### config.mk
export PLATFORM = sky130hd
export DESIGN_NAME = serial_rx_frame
export DESIGN_NICKNAME = d
export VERILOG_FILES = /design/src/rtl/serial_rx_pkg.sv /design/src/rtl/serial_rx_sync.sv /design/src/rtl/serial_rx_timer.sv /design/src/rtl/serial_rx_shift.sv /design/src/rtl/serial_rx_frame.sv
export SDC_FILE = /design/constraint.sdc
export NUM_CORES = 1
export LEC_CHECK = 0
export CORE_ASPECT_RATIO = 0.5
export CORE_MARGIN = 2
export CORE_UTILIZATION = 45
export DETAILED_ROUTE_END_ITERATION = 6
export DONT_BUFFER_PORTS = 1
export PLACE_DENSITY_LB_ADDON = 0.15
export SYNTH_ARGS = -nofsm -noshare
export SYNTH_HDL_FRONTEND = slang
export SYNTH_SLANG_ARGS = --single-unit
### constraint.sdc
create_clock -name clk -period 2.75 [get_ports clk]
set_clock_uncertainty 0.2 [all_clocks]
set_input_delay 0.4125 -clock clk [delete_from_list [all_inputs] [get_ports clk]]
set_output_delay 0.4125 -clock clk [all_outputs]
set_load 0.05 [all_outputs]
### src/rtl/serial_rx_pkg.sv
package serial_rx_pkg;
  typedef enum logic [2:0] {
    RX_IDLE  = 3'd0,
    RX_START = 3'd1,
    RX_DATA  = 3'd2,
    RX_PAR   = 3'd3,
    RX_STOP  = 3'd4
  } rx_state_t;
endpackage

### src/rtl/serial_rx_sync.sv
module serial_rx_sync #(
  parameter int STAGES = 2
) (
  input  logic clk,
  input  logic rst,
  input  logic din,
  output logic dout
);
  logic [STAGES-1:0] chain;

  always_ff @(posedge clk) begin
    if (rst) chain <= '1;
    else     chain <= {chain[STAGES-2:0], din};
  end

  assign dout = chain[STAGES-1];
endmodule

### src/rtl/serial_rx_timer.sv
module serial_rx_timer #(
  parameter int BIT_CLKS = 16
) (
  input  logic clk,
  input  logic rst,
  input  logic start,
  input  logic run,
  output logic tick
);
  localparam int CW   = $clog2(BIT_CLKS);
  localparam int HALF = BIT_CLKS / 2;

  logic [CW-1:0] cnt;

  assign tick = run && (cnt == '0);

  always_ff @(posedge clk) begin
    if (rst)            cnt <= '0;
    else if (start)     cnt <= CW'(HALF - 1);
    else if (tick)      cnt <= CW'(BIT_CLKS - 1);
    else if (cnt != '0) cnt <= cnt - 1'b1;
  end
endmodule

### src/rtl/serial_rx_shift.sv
module serial_rx_shift #(
  parameter int WIDTH = 7
) (
  input  logic             clk,
  input  logic             rst,
  input  logic             shift_en,
  input  logic             bit_in,
  output logic [WIDTH-1:0] word
);
  always_ff @(posedge clk) begin
    if (rst)           word <= '0;
    else if (shift_en) word <= {bit_in, word[WIDTH-1:1]};
  end
endmodule

### src/rtl/serial_rx_frame.sv
module serial_rx_frame
  import serial_rx_pkg::*;
#(
  parameter int BIT_CLKS    = 16,
  parameter int DATA_BITS   = 7,
  parameter int SYNC_STAGES = 2
) (
  input  logic                 clk,
  input  logic                 rst,
  input  logic                 rx_line,
  input  logic                 odd_sel,
  output logic [DATA_BITS-1:0] rx_data,
  output logic                 rx_valid,
  output logic                 par_err,
  output logic                 frm_err
);
  localparam int IW = (DATA_BITS > 1) ? $clog2(DATA_BITS) : 1;
  localparam logic [IW-1:0] LAST_IDX = IW'(DATA_BITS - 1);

  rx_state_t            state;
  logic                 line_s;
  logic                 line_prev;
  logic                 fall;
  logic                 start_go;
  logic                 tick;
  logic                 shift_en;
  logic [IW-1:0]        bit_idx;
  logic                 par_bit;
  logic [DATA_BITS-1:0] word;

  serial_rx_sync #(.STAGES(SYNC_STAGES)) u_sync (
    .clk(clk), .rst(rst), .din(rx_line), .dout(line_s)
  );

  assign fall     = line_prev && !line_s;
  assign start_go = (state == RX_IDLE) && fall;
  assign shift_en = (state == RX_DATA) && tick;

  serial_rx_timer #(.BIT_CLKS(BIT_CLKS)) u_timer (
    .clk(clk), .rst(rst), .start(start_go),
    .run(state != RX_IDLE), .tick(tick)
  );

  serial_rx_shift #(.WIDTH(DATA_BITS)) u_shift (
    .clk(clk), .rst(rst), .shift_en(shift_en), .bit_in(line_s), .word(word)
  );

  always_ff @(posedge clk) begin
    if (rst) begin
      state     <= RX_IDLE;
      line_prev <= 1'b1;
      bit_idx   <= '0;
      par_bit   <= 1'b0;
      rx_data   <= '0;
      rx_valid  <= 1'b0;
      par_err   <= 1'b0;
      frm_err   <= 1'b0;
    end else begin
      line_prev <= line_s;
      rx_valid  <= 1'b0;
      unique case (state)
        RX_IDLE: if (start_go) state <= RX_START;
        RX_START: if (tick) begin
          bit_idx <= '0;
          state   <= line_s ? RX_IDLE : RX_DATA;
        end
        RX_DATA: if (tick) begin
          bit_idx <= bit_idx + 1'b1;
          if (bit_idx == LAST_IDX) state <= RX_PAR;
        end
        RX_PAR: if (tick) begin
          par_bit <= line_s;
          state   <= RX_STOP;
        end
        RX_STOP: if (tick) begin
          rx_data  <= word;
          rx_valid <= 1'b1;
          par_err  <= (^word) ^ par_bit ^ odd_sel;
          frm_err  <= !line_s;
          state    <= RX_IDLE;
        end
        default: state <= RX_IDLE;
      endcase
    end
  end
endmodule

Yosys cells after proc, flatten, opt, wreduce, memory -nomap -nowiden
Cells that the tools add are included.
- register bits: 31
- bits of input ports: 4
- word-level logic and storage cells: 61
- add/sub/neg operators: 2
- eq/ne operators: 11
- multiplexer cells: 14
- bitwise operators: 3
- reductions and logical operators: 19
- operator list (kind ; number):
    2-to-1 mux 3 bit ; 8
    one-hot mux 3 bit (5 select lines) ; 1
    inequality test 2 bit (second input constant) ; 5
    2-to-1 mux 4 bit ; 2
    parity 7 bit ; 1
    equality test 3 x 2 -> 1 bit (second input constant) ; 2
    equality test 3 bit (second input constant) ; 2
    one-hot mux 3 bit (2 select lines) ; 1
    AND reduction 6 bit ; 1
    nonzero test 3 bit ; 2
    logical AND 1 bit ; 4
    zero test 4 bit ; 1
    AND reduction 2 bit ; 2
    nonzero test 2 bit ; 2
    nonzero test 4 bit ; 1
    OR reduction 2 bit ; 2
    subtractor 4 x 1 -> 4 bit (second input constant) ; 1
    adder 3 x 1 -> 3 bit (second input constant) ; 1
    equality test 3 x 1 -> 1 bit (second input constant) ; 1
    zero test 3 bit ; 1
    AND reduction 3 bit ; 1
    2-to-1 mux 2 bit ; 1
    inequality test 2 x 1 -> 1 bit (second input constant) ; 1
    XOR 1 bit ; 2
    other kinds (3) ; 3

Depth between registers and ports, before layout
- depth after elaboration: 5
- depth in mapped cells: 8
- gate-level depth less buffers: 6

Modules after synthesis
Synthesis repeated with hierarchy kept, for this count alone.
- cells, all modules: 155
- area total of the unflattened synthesis: 1401.3 µm²
- modules (own cells, without submodules) (module ; times used ; cells an instance ; area each (µm²) ; sequential area each (µm²)):
    serial_rx_frame ; 1 ; 103 ; 877.1 ; 360.3
    serial_rx_shift ; 1 ; 22 ; 247.7 ; 140.1
    serial_rx_timer ; 1 ; 26 ; 224.0 ; 80.1
    serial_rx_sync ; 1 ; 4 ; 52.6 ; 40.0

Worst setup path before layout
Ideal clock, no wire load.
- path type: flip-flop to flip-flop
- from: register u_timer.cnt[0]
- to: register bit_idx[0]
- arrival time: 1.703 ns
- required time: 2.471 ns
- path slack: 0.768 ns
- cell stages (with the launch flop): 8
- path buffers: 2
- cells stage by stage: dfxtp_1 > inv_1 > ha_1 > or3b_1 > buf_6 > or3_1 > buf_6 > a211oi_2
- word-level cells in the longest chain between the ends: 4
- RTL lines (item ; RTL line ; source):
    start: declaration ; serial_rx_timer.sv:13 ; logic [CW-1:0] cnt;
    start signal: assignment ; serial_rx_timer.sv:19 ; else if (start) cnt <= CW'(HALF - 1);
    start signal: assignment ; serial_rx_timer.sv:20 ; else if (tick) cnt <= CW'(BIT_CLKS - 1);
    start signal: assignment ; serial_rx_timer.sv:21 ; else if (cnt != '0) cnt <= cnt - 1'b1;
    zero test 4 bit (*) ; serial_rx_timer.sv:15 ; assign tick = run && (cnt == '0);
    logical AND 1 bit (*) ; serial_rx_timer.sv:15 ;
    inequality test 2 bit (no source line) ; - ;
    AND reduction 3 bit (no source line) (*) ; - ;
    end signal: assignment ; serial_rx_frame.sv:68 ; bit_idx <= bit_idx + 1'b1;
    end: declaration ; serial_rx_frame.sv:27 ; logic [IW-1:0] bit_idx;
Mark *: on every way between the ends. The rest lies on a longest branch, timed or not.
A chain may end at the register's enable or synchronous reset.

Worst setup path after layout
- from: register u_timer.cnt[0]
- to: register u_shift.word[0]
- word-level cells in the longest chain between the ends: 3
- RTL lines (item ; RTL line ; source):
    zero test 4 bit ; serial_rx_timer.sv:15 ;
    logical AND 1 bit ; serial_rx_timer.sv:15 ;
    logical AND 1 bit ; serial_rx_frame.sv:37 ; assign shift_en = (state == RX_DATA) && tick;
    end signal: assignment ; serial_rx_shift.sv:12 ; else if (shift_en) word <= {bit_in, word[WIDTH-1:1]};
    end: declaration ; serial_rx_shift.sv:8 ; output logic [WIDTH-1:0] word
No other way between the ends.

==> summary.txt <==
Run status
  • Outcome: complete, no violations

Timing
  • Slew Viols, Final: 0
  • Final worst path period share: about four fifths
  • Final hold violations: 0
  • Final Worst Setup Slack: 0.553 ns
  • Setup TNS: 0 ns
  • Final Setup Violations: 0
  • Slew headroom: a little under a third
  • Crit path time final: 2.20 ns
  • RSZ-0062 raised after global routing: no
  • Worst Tran Pin Value: 1.02 ns
  • Fmax achieved: approximately 460 MHz

Final layout
  • # diodes: 0
  • Area delta synth->final: 9.45%
  • Post-layout net count: about 160
  • Layout cells sized above 1: 9.93%
  • Final core utilization: between 50% and 60%

Worst hold path
  • Hold path depth: 1
  • Hold crit path type: primary input to flip-flop
  • Hold EP: u_sync.chain[0]$_SDFF_PP1_
  • Hold Startpoint: rx_line

Drt
  • WL/cell: 12.9 um
  • Detail Route Antenna Nets: 0
  • Vias/cell: 5.18
  • Total routed wirelength: ~2500 um
  • Drt drc: 0
  • First-pass detailed-route iteration total: 4
  • First DRT Iteration DRCs: 30
  • Routed vias: 989

Yosys
  • Simple-Gate Fraction of Synth Area: 23.4%
  • Syn Std Cell Area: 1380 um2
  • Post-synthesis mux area share: 7.36%
  • Largest family of logic cells by synthesized area: simple AND/OR/NAND/NOR gates
  • Async SR Flop Fraction: 0%
  • Synth Area in XOR/XNOR: around 6.5%
  • Synth Area in Adders: 3.64%
  • Synth Flop Type: dfxtp_1
  • Top cells by area, synth: dfxtp_1 (45%), mux2i_1 (6.5%), nand2_1 (6.0%)
  • Compound-Gate Fraction of Synth Area: 9.36%
  • Number of synthesized flops with an enable pin: 0
  • Average size of a mapped cell: roughly 9.2 um2
  • Share of the synthesized area in the top cell type: 45.1%
  • Seq/Total Area, Yosys: 45.1%
  • Cell accounting for the most synthesized area: dfxtp_1
  • Number of cells produced by synthesis: 150
  • Synthesized Nets: 158
  • Warning count from the yosys run: 0
  • Cell variety after synth: 36
  • Flops & latches, synth: 31

GRT
  • Pin count of the biggest net entering global routing: 27
  • Vias in the first global route: 947
  • Initial antenna violation count: 0
  • Total Routing Usage GR: 15.6%
  • GR Overflow Total: 0
  • First-pass GRT wire length: 4020 um

Pwr
  • Internal power: 847 uW
  • PD cells: 770 nW/um2
  • Comb pwr share: between 10% and 20%
  • Leakage: around 0.6 nW
  • Clock power frac: 36.7%
  • Power, Total: ~1.2 mW
  • Sw Share: 27.0%
  • Worst vdd ir: 0.273 mV
  • Flop pwr share: 43.9%
  • Psw: 314 uW

Setup path
  • Reg2Reg Depth: 6
  • Critical-path cell list: inv_1, ha_1, or3b_1, or3_1, nand2_1, a21oi_1
  • Critical path class: flip-flop to flip-flop
  • CP max stage delay: 0.56 ns
  • CP max-delay cell: or3_1
  • CP Data Arrival Time: 2.11 ns
  • Critical Path RT: 2.67 ns
  • R2r startpoint: u_timer.cnt[0]$_SDFFE_PP0P_
  • Setup crit start: u_timer.cnt[0]$_SDFFE_PP0P_
  • CP Launch Type: flip-flop
  • Reg2Reg Setup Slack: ~0.55 ns
  • CP Max Fanout: 9
  • Worst reg2reg path endpoint: u_shift.word[0]$_SDFFE_PP0P_
  • Crit end category: flip-flop

Die
  • FP Rows: 14
  • Die Span Y: 43.1 um
  • Top Ports: 14
  • Core area: 2960 um2
  • Full die area: about 3500 um2
  • Die width: between 80 and 90 um
  • Initial core utilization: 46.5%

Place
  • GP Congestion: about 0.73
  • Hpwl dp: 1570 um
  • Port bufs: 0
  • DP Worst Slack: 0.552 ns

Clock tree
  • Clk buf depth: 2
  • CTS tree: done
  • CTS root buf: clkbuf_8
  • Later-pin clock latency in the skew report: between 0.2 and 0.3 ns
  • H-tree depth: 2
  • CTS buffer count: 5
  • Clk sinks: 31
  • Post-CTS Setup Repair Bufs: 0
  • Clock slew at reported path FFs: 0.06 ns

Flow run
  • MaxCap Viol Count: 0
==> per-layer routing <==
layer | track usage, % | share of wire, % | wire (um) | up-vias
met5 | 0 | 0 | 0 | -
met4 | 7.00 | 1.2 | 29 | 0
met3 | 5.74 | 3.5 | 86 | 5
met2 | 25.3 | 42 | 1050 | 19
met1 | 18.4 | 53 | 1310 | 453
li1 | - | - | - | 512
==> critical path: cells and delay by family, from the launching register on <==
family	cells	cell delay, ns
buffers and inverters	1	0.08
AOI/OAI and AO/OA	1	0.07
adders and majority gates	1	0.18
DFF	1	0.33
and+or+nand+nor	3	1.19
==> cell type report <==
| cell class | count | area [um2] |
|---|---|---|
| Clock inverter | 1 | 30.0 |
| Clock buffer | 6 | 72.6 |
| Multi-Input combinational cell | 106 | 691 |
| Tap cell | 40 | 50.0 |
| Timing Repair Buffer | 3 | 27.5 |
| Inverter | 4 | 15.0 |
| Fill cell | 283 | 1450 |
| Sequential cell | 31 | 621 |
==> flip-flops by register name, summed over array words and instances, names as in the netlist <==
register      flops
u_timer.cnt       4
u_sync.chain      2
u_shift.word      7
rx_data           7
par_err           1
bit_idx           3
state             3
frm_err           1
line_prev         1
par_bit           1
rx_valid          1
==> stage by stage <==
| stage | hold slack (ns) | area [um2] | instances |
|---|---|---|---|
| 2_1_floorplan | 0.189 | 1380 | 150 |
| 3_3_place_gp | 0.192 | 1380 | 182 |
| 3_5_place_dp | 0.193 | 1380 | 182 |
| 4_1_cts | 0.0254 | 1510 | 191 |
| 5_1_grt | 0.0299 | 1510 | 191 |
| 6_report | 0.0358 | 1510 | 191 |
==> layout by cell type (no fill, tap or decap), drive strengths merged, types with 2 or more instances in the layout <==
master / n
inv: 4
a211oi: 3
dlygate4sd3: 2
nand3b: 4
ha: 4
nand2b: 2
or3b: 2
dfxtp: 31
nand3: 4
nand2: 22
or2: 3
a31oi: 2
nor3: 5
xnor3: 2
xor2: 2
or3: 3
clkbuf: 6
mux2i: 9
a21oi: 10
nor2: 16
xnor2: 3
==> kinds of logic after synthesis <==
kind of cell | after synthesis
multiplexers | 10
AND/OR/NAND/NOR | 65
XOR/XNOR | 7
adder cells (fa/ha/maj) | 4
buffers and inverters | 13
flip-flops | 31
AO/OA/AOI/OAI | 20
==> Yosys cell counts (3+ instances only) <==
cell      instances
dfxtp_1          31
nand2_1          22
nor2_1           15
a21oi_1          10
mux2i_1           9
clkbuf_1          6
ha_1              4
inv_1             4
nand3_1           4
nand3b_1          4
nor3_1            4
or2_2             3
or3_1             3
xnor2_1           3
==> power by group through the flow <==
stage	sequential, mW	clock, mW	combinational [mW]
2_1_floorplan	0.509	0	0.202
3_3_place_gp	0.518	0	0.216
3_5_place_dp	0.519	0	0.219
4_1_cts	0.509	0.437	0.229
5_1_grt	0.514	0.454	0.254
6_report	0.510	0.426	0.225
==> worst max path at each step <==
stage | to | slack, ns | cells past startpoint
after floorplan | bit_idx[0]$_SDFFE_PP0P_ | 0.77 | 7
after global placement | par_err$_SDFFE_PP0P_ | 0.62 | 7
after detailed placement | par_err$_SDFFE_PP0P_ | 0.55 | 7
after CTS | par_err$_SDFFE_PP0P_ | 0.54 | 7
after global routing | bit_idx[2]$_SDFFE_PP0P_ | 0.41 | 6
final | u_shift.word[0]$_SDFFE_PP0P_ | 0.55 | 6
==> what timing repair did <==
item,in CTS,in global routing
gates resized for setup,0,0
hold buffers,2,0
endpoints found under the hold margin,26,0
Power figures use the tool's default switching activity.
